--- src/rtl/sig_cos_pkg.sv ---
package sig_cos_pkg;
    typedef logic [1:0] agree_cnt_t;
    // count value at which the third agreeing sample is accepted
    localparam agree_cnt_t AGREE_LAST = 2'd2;
endpackage

--- src/rtl/sig_cos_chan.sv ---
module sig_cos_chan
    import sig_cos_pkg::*;
#(
    parameter int SW = 4
) (
    input  logic          clk,
    input  logic          rst_n,
    input  logic          mf_strobe,
    input  logic          integ_en,
    input  logic          primed,
    input  logic [SW-1:0] sig_i,
    output logic [SW-1:0] sig_o,
    output logic          chg_o
);
    typedef struct packed {
        logic [SW-1:0] sig;
        logic [SW-1:0] ref_v;
        logic [SW-1:0] cand;
        agree_cnt_t    cnt;
    } chan_st_t;

    chan_st_t st_d, st_q;
    logic     chg_d;

    always_comb begin
        st_d  = st_q;
        chg_d = 1'b0;
        if (mf_strobe) begin
            st_d.sig = sig_i;
            if (!primed) begin
                st_d.ref_v = sig_i;
                st_d.cand  = sig_i;
                st_d.cnt   = '0;
            end else if (sig_i == st_q.ref_v) begin
                st_d.cand = sig_i;
                st_d.cnt  = '0;
            end else if (!integ_en) begin
                st_d.ref_v = sig_i;
                st_d.cand  = sig_i;
                st_d.cnt   = '0;
                chg_d      = 1'b1;
            end else if (sig_i == st_q.cand && st_q.cnt != '0) begin
                if (st_q.cnt == AGREE_LAST) begin
                    st_d.ref_v = sig_i;
                    st_d.cnt   = '0;
                    chg_d      = 1'b1;
                end else begin
                    st_d.cnt = st_q.cnt + 2'd1;
                end
            end else begin
                st_d.cand = sig_i;
                st_d.cnt  = 2'd1;
            end
        end
    end

    always_ff @(posedge clk or negedge rst_n) begin
        if (!rst_n) st_q <= '0;
        else        st_q <= st_d;
    end

    assign sig_o = st_q.sig;
    assign chg_o = chg_d;

    // the bank only moves on a boundary
    a_r1_hold: assert property (@(posedge clk) disable iff (!rst_n)
        !mf_strobe |=> $stable(sig_o));
    // agreement counter never reaches its unused code
    a_r4_cnt_range: assert property (@(posedge clk) disable iff (!rst_n)
        st_q.cnt != 2'd3);
    // a filtered report needs two earlier agreeing samples
    a_r4_integ_accept: assert property (@(posedge clk) disable iff (!rst_n)
        (chg_o && integ_en) |-> (st_q.cnt == AGREE_LAST));
    // the reference only moves with a report
    a_r5_ref_kept: assert property (@(posedge clk) disable iff (!rst_n)
        (primed && !chg_o) |=> $stable(st_q.ref_v));
endmodule

--- src/rtl/sig_cos_status.sv ---
module sig_cos_status #(
    parameter int NCH = 24
) (
    input  logic           clk,
    input  logic           rst_n,
    input  logic           mf_strobe,
    input  logic [NCH-1:0] chg_i,
    input  logic [NCH-1:0] alert_en,
    input  logic [NCH-1:0] clr_status,
    input  logic           clr_summary,
    input  logic           irq_mask,
    output logic           primed_o,
    output logic [NCH-1:0] status_o,
    output logic           cos_o,
    output logic           irq_n_o
);
    typedef struct packed {
        logic           primed;
        logic [NCH-1:0] status;
        logic           cos;
    } stat_st_t;

    stat_st_t st_d, st_q;

    always_comb begin
        st_d        = st_q;
        st_d.primed = st_q.primed | mf_strobe;
        st_d.status = (st_q.status & ~clr_status) | chg_i;
        st_d.cos    = (st_q.cos & ~clr_summary) | (|(chg_i & alert_en));
    end

    always_ff @(posedge clk or negedge rst_n) begin
        if (!rst_n) st_q <= '0;
        else        st_q <= st_d;
    end

    assign primed_o = st_q.primed;
    assign status_o = st_q.status;
    assign cos_o    = st_q.cos;
    assign irq_n_o  = ~(st_q.cos & irq_mask);

    // every reported change shows up in the status vector
    a_r6_set: assert property (@(posedge clk) disable iff (!rst_n)
        (|chg_i) |=> ((status_o & $past(chg_i)) == $past(chg_i)));
    // no flag disappears without its clear strobe
    a_r6_sticky: assert property (@(posedge clk) disable iff (!rst_n)
        1'b1 |=> ((($past(status_o) & ~$past(clr_status)) & ~status_o) == '0));
    // summary rises only after an enabled channel changed
    a_r7_rise: assert property (@(posedge clk) disable iff (!rst_n)
        $rose(cos_o) |-> $past(|(chg_i & alert_en)));
    // summary holds without a clear
    a_r7_hold: assert property (@(posedge clk) disable iff (!rst_n)
        (cos_o && !clr_summary) |=> cos_o);
    // nothing is flagged before the first boundary has primed the block
    a_r2_quiet: assert property (@(posedge clk) disable iff (!rst_n)
        !primed_o |-> (chg_i == '0));
endmodule

--- src/rtl/sig_cos_detector.sv ---
module sig_cos_detector #(
    parameter int NCH = 24,
    parameter int SW  = 4
) (
    input  logic              clk,
    input  logic              rst_n,
    input  logic              mf_strobe,
    input  logic [NCH*SW-1:0] sig_in,
    input  logic [NCH-1:0]    alert_en,
    input  logic              integ_en,
    input  logic              irq_mask,
    input  logic [NCH-1:0]    clr_status,
    input  logic              clr_summary,
    output logic [NCH*SW-1:0] sig_reg,
    output logic [NCH-1:0]    chg_status,
    output logic              cos_latched,
    output logic              irq_n
);
    logic [NCH-1:0] chg;
    logic           primed;

    for (genvar i = 0; i < NCH; i++) begin : g_chan
        sig_cos_chan #(.SW(SW)) u_chan (
            .clk      (clk),
            .rst_n    (rst_n),
            .mf_strobe(mf_strobe),
            .integ_en (integ_en),
            .primed   (primed),
            .sig_i    (sig_in[i*SW +: SW]),
            .sig_o    (sig_reg[i*SW +: SW]),
            .chg_o    (chg[i])
        );
    end

    sig_cos_status #(.NCH(NCH)) u_status (
        .clk        (clk),
        .rst_n      (rst_n),
        .mf_strobe  (mf_strobe),
        .chg_i      (chg),
        .alert_en   (alert_en),
        .clr_status (clr_status),
        .clr_summary(clr_summary),
        .irq_mask   (irq_mask),
        .primed_o   (primed),
        .status_o   (chg_status),
        .cos_o      (cos_latched),
        .irq_n_o    (irq_n)
    );
endmodule

--- config.mk ---
export PLATFORM = sky130hd
export DESIGN_NAME = sig_cos_detector
export DESIGN_NICKNAME = d
export VERILOG_FILES = /design/src/rtl/sig_cos_pkg.sv /design/src/rtl/sig_cos_chan.sv /design/src/rtl/sig_cos_status.sv /design/src/rtl/sig_cos_detector.sv
export SDC_FILE = /design/constraint.sdc
export NUM_CORES = 1
export LEC_CHECK = 0
export BUFFER_PORTS_ARGS = -buffer_cell sky130_fd_sc_hd__clkbuf_2
export CAP_MARGIN = 20
export CELL_PAD_IN_SITES_DETAIL_PLACEMENT = 0
export CELL_PAD_IN_SITES_GLOBAL_PLACEMENT = 2
export CORE_MARGIN = 8
export CORE_UTILIZATION = 35
export DETAILED_ROUTE_END_ITERATION = 7
export PLACE_DENSITY_LB_ADDON = 0.1
export SLEW_MARGIN = 20
export SYNTH_ARGS = -nofsm -noshare
export SYNTH_HDL_FRONTEND = slang
export SYNTH_SLANG_ARGS = --single-unit
--- constraint.sdc ---
create_clock -name clk -period 1.8 [get_ports clk]
set_input_delay 0.36 -clock clk [delete_from_list [all_inputs] [get_ports clk]]
set_output_delay 0.36 -clock clk [all_outputs]
set_load 0.005 [all_outputs]
### Word-level counts from Yosys, hierarchy flattened

Cells that the tools add are included.

| word-level totals | value |
|---|---|
| register bits | 362 |
| input bits | 150 |
| output and inout bits | 122 |
| word-level logic and storage cells | 758 |

| cells by class | value |
|---|---|
| $add $sub $neg | 24 |
| equality and inequality tests | 168 |
| multiplexer cells | 360 |
| bitwise gates (word level) | 10 |
| reductions and logical operators | 97 |

Operators by type and width:

| cell | count |
|---|---|
| 10-bit 2-to-1 mux | 48 |
| 4-bit 2-to-1 mux | 96 |
| 4-bit == test | 48 |
| 1-bit 2-to-1 mux | 144 |
| 6-bit 2-to-1 mux | 24 |
| 3-bit inequality test (second input constant) | 48 |
| 2-bit 2-to-1 mux | 48 |
| 4-bit inequality test (second input constant) | 24 |
| 4-bit AND reduction | 24 |
| 2-bit by 1-bit adder with 2-bit output (second input constant) | 24 |
| 24-bit AND | 2 |
| 2-bit == test (second input constant) | 24 |
| 2-bit inequality test (second input constant) | 24 |
| 2-bit AND reduction | 24 |
| 2-bit nonzero test | 24 |
| 1-bit logical AND | 24 |
| 24-bit NOT | 1 |
| 24-bit bitwise OR | 1 |
| 24-bit OR reduction | 1 |
| 1-bit AND | 2 |
| 1-bit NOT | 2 |
| 1-bit bitwise OR | 2 |

### Depth between registers and ports, before layout

| depth | value |
|---|---|
| depth in word-level cells | 10 |
| mapped depth | 7 |
| mapped depth without buffers | 6 |

### Cells and area by module

From an unflattened synthesis, not the netlist that was laid out.

| second synthesis, totals | value |
|---|---|
| cells, all modules | 1484 |
| area total of the unflattened synthesis | 18751.7 µm² |

By module, submodules not included:

| module | times used | cells an instance | area each (µm²) | seq. area each (µm²) |
|---|---|---|---|---|
| sig_cos_chan | 24 | 58 | 737.0 | 350.3 |
| sig_cos_status | 1 | 92 | 1064.8 | 650.6 |

### Worst setup path before layout

Ideal clock, no wire load.

| timing | value |
|---|---|
| path type | register to register |
| from | register g_chan[22].u_chan.st_q[4] (netlist name) |
| to | register g_chan[22].u_chan.st_q[6] (netlist name) |
| library setup time | 0.125 ns |
| arrival | 1.712 ns |
| required time | 1.675 ns |
| path slack | -0.037 ns |
| cell stages (with the launch flop) | 7 |
| path buffers | 0 |
| period minus slack after synthesis | 1.837 ns |
| cell sequence | dfrtp_1 > xor2_1 > nor4_2 > nor3b_2 > o21ai_1 > a21bo_2 > mux2_4 |

| on the way | value |
|---|---|
| longest elaborated chain between the ends | 4 |

RTL lines:

| what | line | source |
|---|---|---|
| start, declared | sig_cos_chan.sv:22 | `chan_st_t st_d, st_q;` |
| start signal, assigned | sig_cos_chan.sv:59 | `else st_q <= st_d;` |
| 4-bit == test | sig_cos_chan.sv:42 | `end else if (sig_i == st_q.cand && st_q.cnt != '0) begin` |
| 1-bit logical AND | sig_cos_chan.sv:42 |  |
| 3-bit inequality test (no line) | n/a |  |
| 4-bit AND reduction (no line) | n/a |  |

No other way between the ends.
A chain may end at the register's enable or synchronous reset.

### Worst setup path after layout

| timing | value |
|---|---|
| from | register g_chan[17].u_chan.st_q[5] (netlist name) |
| to | register g_chan[17].u_chan.st_q[8] (netlist name) |

| on the way | value |
|---|---|
| longest elaborated chain between the ends | 4 |

RTL lines:

| what | line |
|---|---|
| start, declared | sig_cos_chan.sv:22 |
| start signal, assigned | sig_cos_chan.sv:59 |
| 4-bit == test | sig_cos_chan.sv:42 |
| 1-bit logical AND | sig_cos_chan.sv:42 |
| 3-bit inequality test (no line) | n/a |
| 4-bit AND reduction (no line) | n/a |

No other way between the ends.

==> flow_metrics.py <==
metrics = {
    "finish": {
        "mostFrequentLayoutCell": "dfrtp_1",
        "seqCellArea_sq_um": 9060,
        "area_delta_synth_final_pct": 37.54,
        "multi_input_area_sq_um": 8932,
        "drive_gt1_frac": 0.5096,
        "fin_nets": 2146,
        "fill_cells": 4679,
        "final_cell_mix": "dfrtp_1, buf_4, clkbuf_2",
        "stdcell_count": 2712,
    },
    "synthesis": {
        "yosysTopAreaCellShare": 0.5024,
        "yosysUniqueCellTypes": 48,
        "synth_area_leaders": "dfrtp_1, mux2_1, xnor2_1",
        "synth_flop_cell": "dfrtp_1",
        "synth-edff-count": 0,
        "yosysTopAreaCell": "dfrtp_1",
        "synth_compound_area_frac": 0.08904,
        "synth-async-reset-ratio": 1.000,
        "yosys.area_share.simple": 0.08355,
        "synthAdderAreaFrac": 0,
        "synth_nets": 1649,
        "mappedNetlistArea_sq_um": 18030,
        "synth_cells": 1499,
        "seq_area_frac_synth": 0.5024,
        "synth_top_family_by_area": "multiplexers",
        "synth_seq_cells": 362,
        "synthMuxAreaShare": 0.1600,
        "ys_warn_count": 0,
        "synth-xor-area-share": 0.09327,
        "synth.avg_cell_area_sq_um": 12.03,
    },
    "status": {
        "status": "finished, violations left",
        "violations": "setup timing",
    },
    "min_path": {
        "hold_path_end": "u_status.cos_o",
        "min_path_cells": 3,
        "hp-start": "alert_en[21]",
        "hold_path.class": "primary input to flip-flop",
    },
    "sta": {
        "hold_violations": 0,
        "timing.final.crit_period_ns": 2.051,
        "finalSetupViolCount": 112,
        "slew-limit-headroom": 0.7266,
        "tightest_slew_ns": 0.4101,
        "fin_crit_sh": 1.139,
        "rsz0062_at_grt": "yes",
        "layout_setup_ws_ns": -0.2509,
        "maxSlewViolCount": 0,
        "fin_skew_ns": 0.01704,
        "fmaxAchievable_ghz": 0.4876,
    },
    "grt": {
        "grt_usage": 0.1709,
        "overflow": 0,
        "grt_pass1_vias": 14191,
        "grt_max_degree": 59,
        "grt_first_pass_wirelength_um": 81480,
        "antenna_found_initial": 6,
    },
    "power": {
        "p_leak_nw": 11.56,
        "pwr_density_cell_nw_per_um2": 977.1,
        "vdd_drop_max_mv": 0.6189,
    },
    "placed_design": {
        "dp_hpwl_um": 36140,
        "dp_cells": 2550,
        "port-buffer-count": 271,
        "pre_cts_slack_ns": -0.6288,
        "gp_congestion": 0.7649,
    },
    "floorplanning": {
        "initial_utilization": 0.3529,
        "rows": 83,
        "die_height_um": 243.0,
        "die-area_sq_um": 59030,
        "die_w_um": 243.0,
        "ios": 272,
        "core_sq_um": 51090,
    },
    "critical_path": {
        "critPathMaxStageDelay_ns": 0.40,
        "path_depth": 7,
        "crit_slowest_cell": "dfrtp_1",
        "path_max_fanout": 4,
        "r2r_cells": 7,
        "path_class": "flip-flop to flip-flop",
        "crit_family": "simple AND/OR/NAND/NOR gates",
        "r2r-end": "g_chan[17].u_chan.st_q[8]",
        "cp.required_ns": 2.24,
        "crit_chain": "xor2_2 -> nor4_4 -> buf_4 -> nor3b_4 -> o21ai_2 -> a21bo_4 -> mux2_4",
        "worstPathArrival_ns": 2.49,
        "r2r_setup_slack_ns": -0.25,
        "crit-reg2reg-launch": "g_chan[17].u_chan.st_q[5]",
        "endpoint_kind": "flip-flop",
        "crit_path_start_kind": "flip-flop",
        "path_buf_inv": 1,
    },
    "drt": {
        "detail_route.wl_per_cell_um": 18.68,
        "drtAntennaViolNets": 0,
        "viasPerCell": 4.746,
        "drt_iter0_drc": 415,
        "via_count": 12872,
        "wirelength_um": 50670,
        "first_pass_iters": 4,
        "drc": 0,
    },
    "clock_network": {
        "htreeDepth": 2,
        "clockRootBuffer": "clkbuf_16",
        "clk_pin_slew_ns": 0.06,
        "cts_made_buffers": 45,
        "clk_path_buf_depth": 3,
        "clk_latency_ns": 0.56,
        "tritoncts": "yes",
        "clock_sinks": 362,
    },
    "flow_run": {
        "drv_cap": 0,
    },
}
[worst register-to-register path, stage by stage (launching register included)]
cell and delay [ns]:
dfrtp_1 0.40, xor2_2 0.17, nor4_4 0.38, buf_4 0.18, nor3b_4 0.17, o21ai_2 0.08, a21bo_4 0.24, mux2_4 0.30
[synthesized netlist by cell type (30+ instances only)]
cell      instances
buf_4            96
mux2_2           73
o21ai_0          58
inv_1            99
o22ai_1          39
clkbuf_1         30
xor2_1           93
mux2_4           40
o21ai_1          62
nand2_1          69
dfrtp_1         362
xnor2_1          99
mux2_1          129
nand4_1          52
[state kept, by name, indices dropped and copies added (netlist names)]
signal and flops:
u_status.cos_o 1, u_status.status_o 24, g_chan.u_chan.st_q 240, g_chan.u_chan.sig_o 96
u_status.primed_o 1
[where the power goes]
part           total [mW]  internal (mW)  switching (mW)
registers            9.95           9.18           0.770
logic                5.12           2.94            2.18
clock network        9.16           5.55            3.61
total                24.2           17.7            6.57
[cells by family after synthesis]
group | count (synthesis)
mux | 243
simple gates | 219
flops | 362
buf+inv | 244
compound gates | 239
xor+xnor | 192
[per-stage QoR]
| step | cell area (sq um) | TNS, ns | utilization | power (mW) | hold WS (ns) |
|---|---|---|---|---|---|
| 2_1_floorplan | 18030 | -0.1793 | - | 12.61 | 0.06441 |
| 3_3_place_gp | 21380 | -31.67 | 0.4184 | 14.32 | 0.2869 |
| 3_5_place_dp | 21380 | -33.64 | 0.4184 | 14.39 | 0.2862 |
| 4_1_cts | 24220 | -10.05 | 0.4740 | 24.40 | 0.01076 |
| 5_1_grt | 24790 | -22.85 | 0.4853 | 25.53 | 0.05527 |
| 6_report | 24800 | -9.375 | 0.4854 | 24.23 | 0.05323 |
[timing repair]
action | CTS | global route
pin swaps | 91 | 86
buffers inserted | 50 | 21
endpoints found under the hold margin | 39 | 0
cloned | 0 | 0
gates resized for setup | 175 | 104
hold buffers | 19 | 0
endpoints found under the setup margin | 151 | 181
[worst max-delay path by stage]
stage | startpoint | to | slack, ns
floorplan | sig_in[48] | g_chan[12].u_chan.st_q[6] | -0.01
global placement | sig_in[51] | u_status.cos_o | -0.57
detailed placement | sig_in[51] | u_status.cos_o | -0.63
CTS | g_chan[8].u_chan.st_q[5] | u_status.cos_o | -0.21
global route | g_chan[4].u_chan.st_q[3] | g_chan[4].u_chan.st_q[9] | -0.35
finish | g_chan[17].u_chan.st_q[5] | g_chan[17].u_chan.st_q[8] | -0.25
[routing by layer]
layer | wire, um | global-route usage
met1 | 22420 | 0.2197
met2 | 24240 | 0.2809
met3 | 2526 | 0.04008
met4 | 1437 | 0.05695
met5 | 54 | 0
[area by class of cell]
cell class	instances	area share
repair buffers	593	0.1652
diodes	3	0.0003027
well taps	680	0.03431
inverters	101	0.01529
flip-flops and latches	362	0.3653
clock buffers	61	0.05025
multi-input cells	893	0.3602
clock inverters	19	0.009082
(Power assumes the default switching activity.)
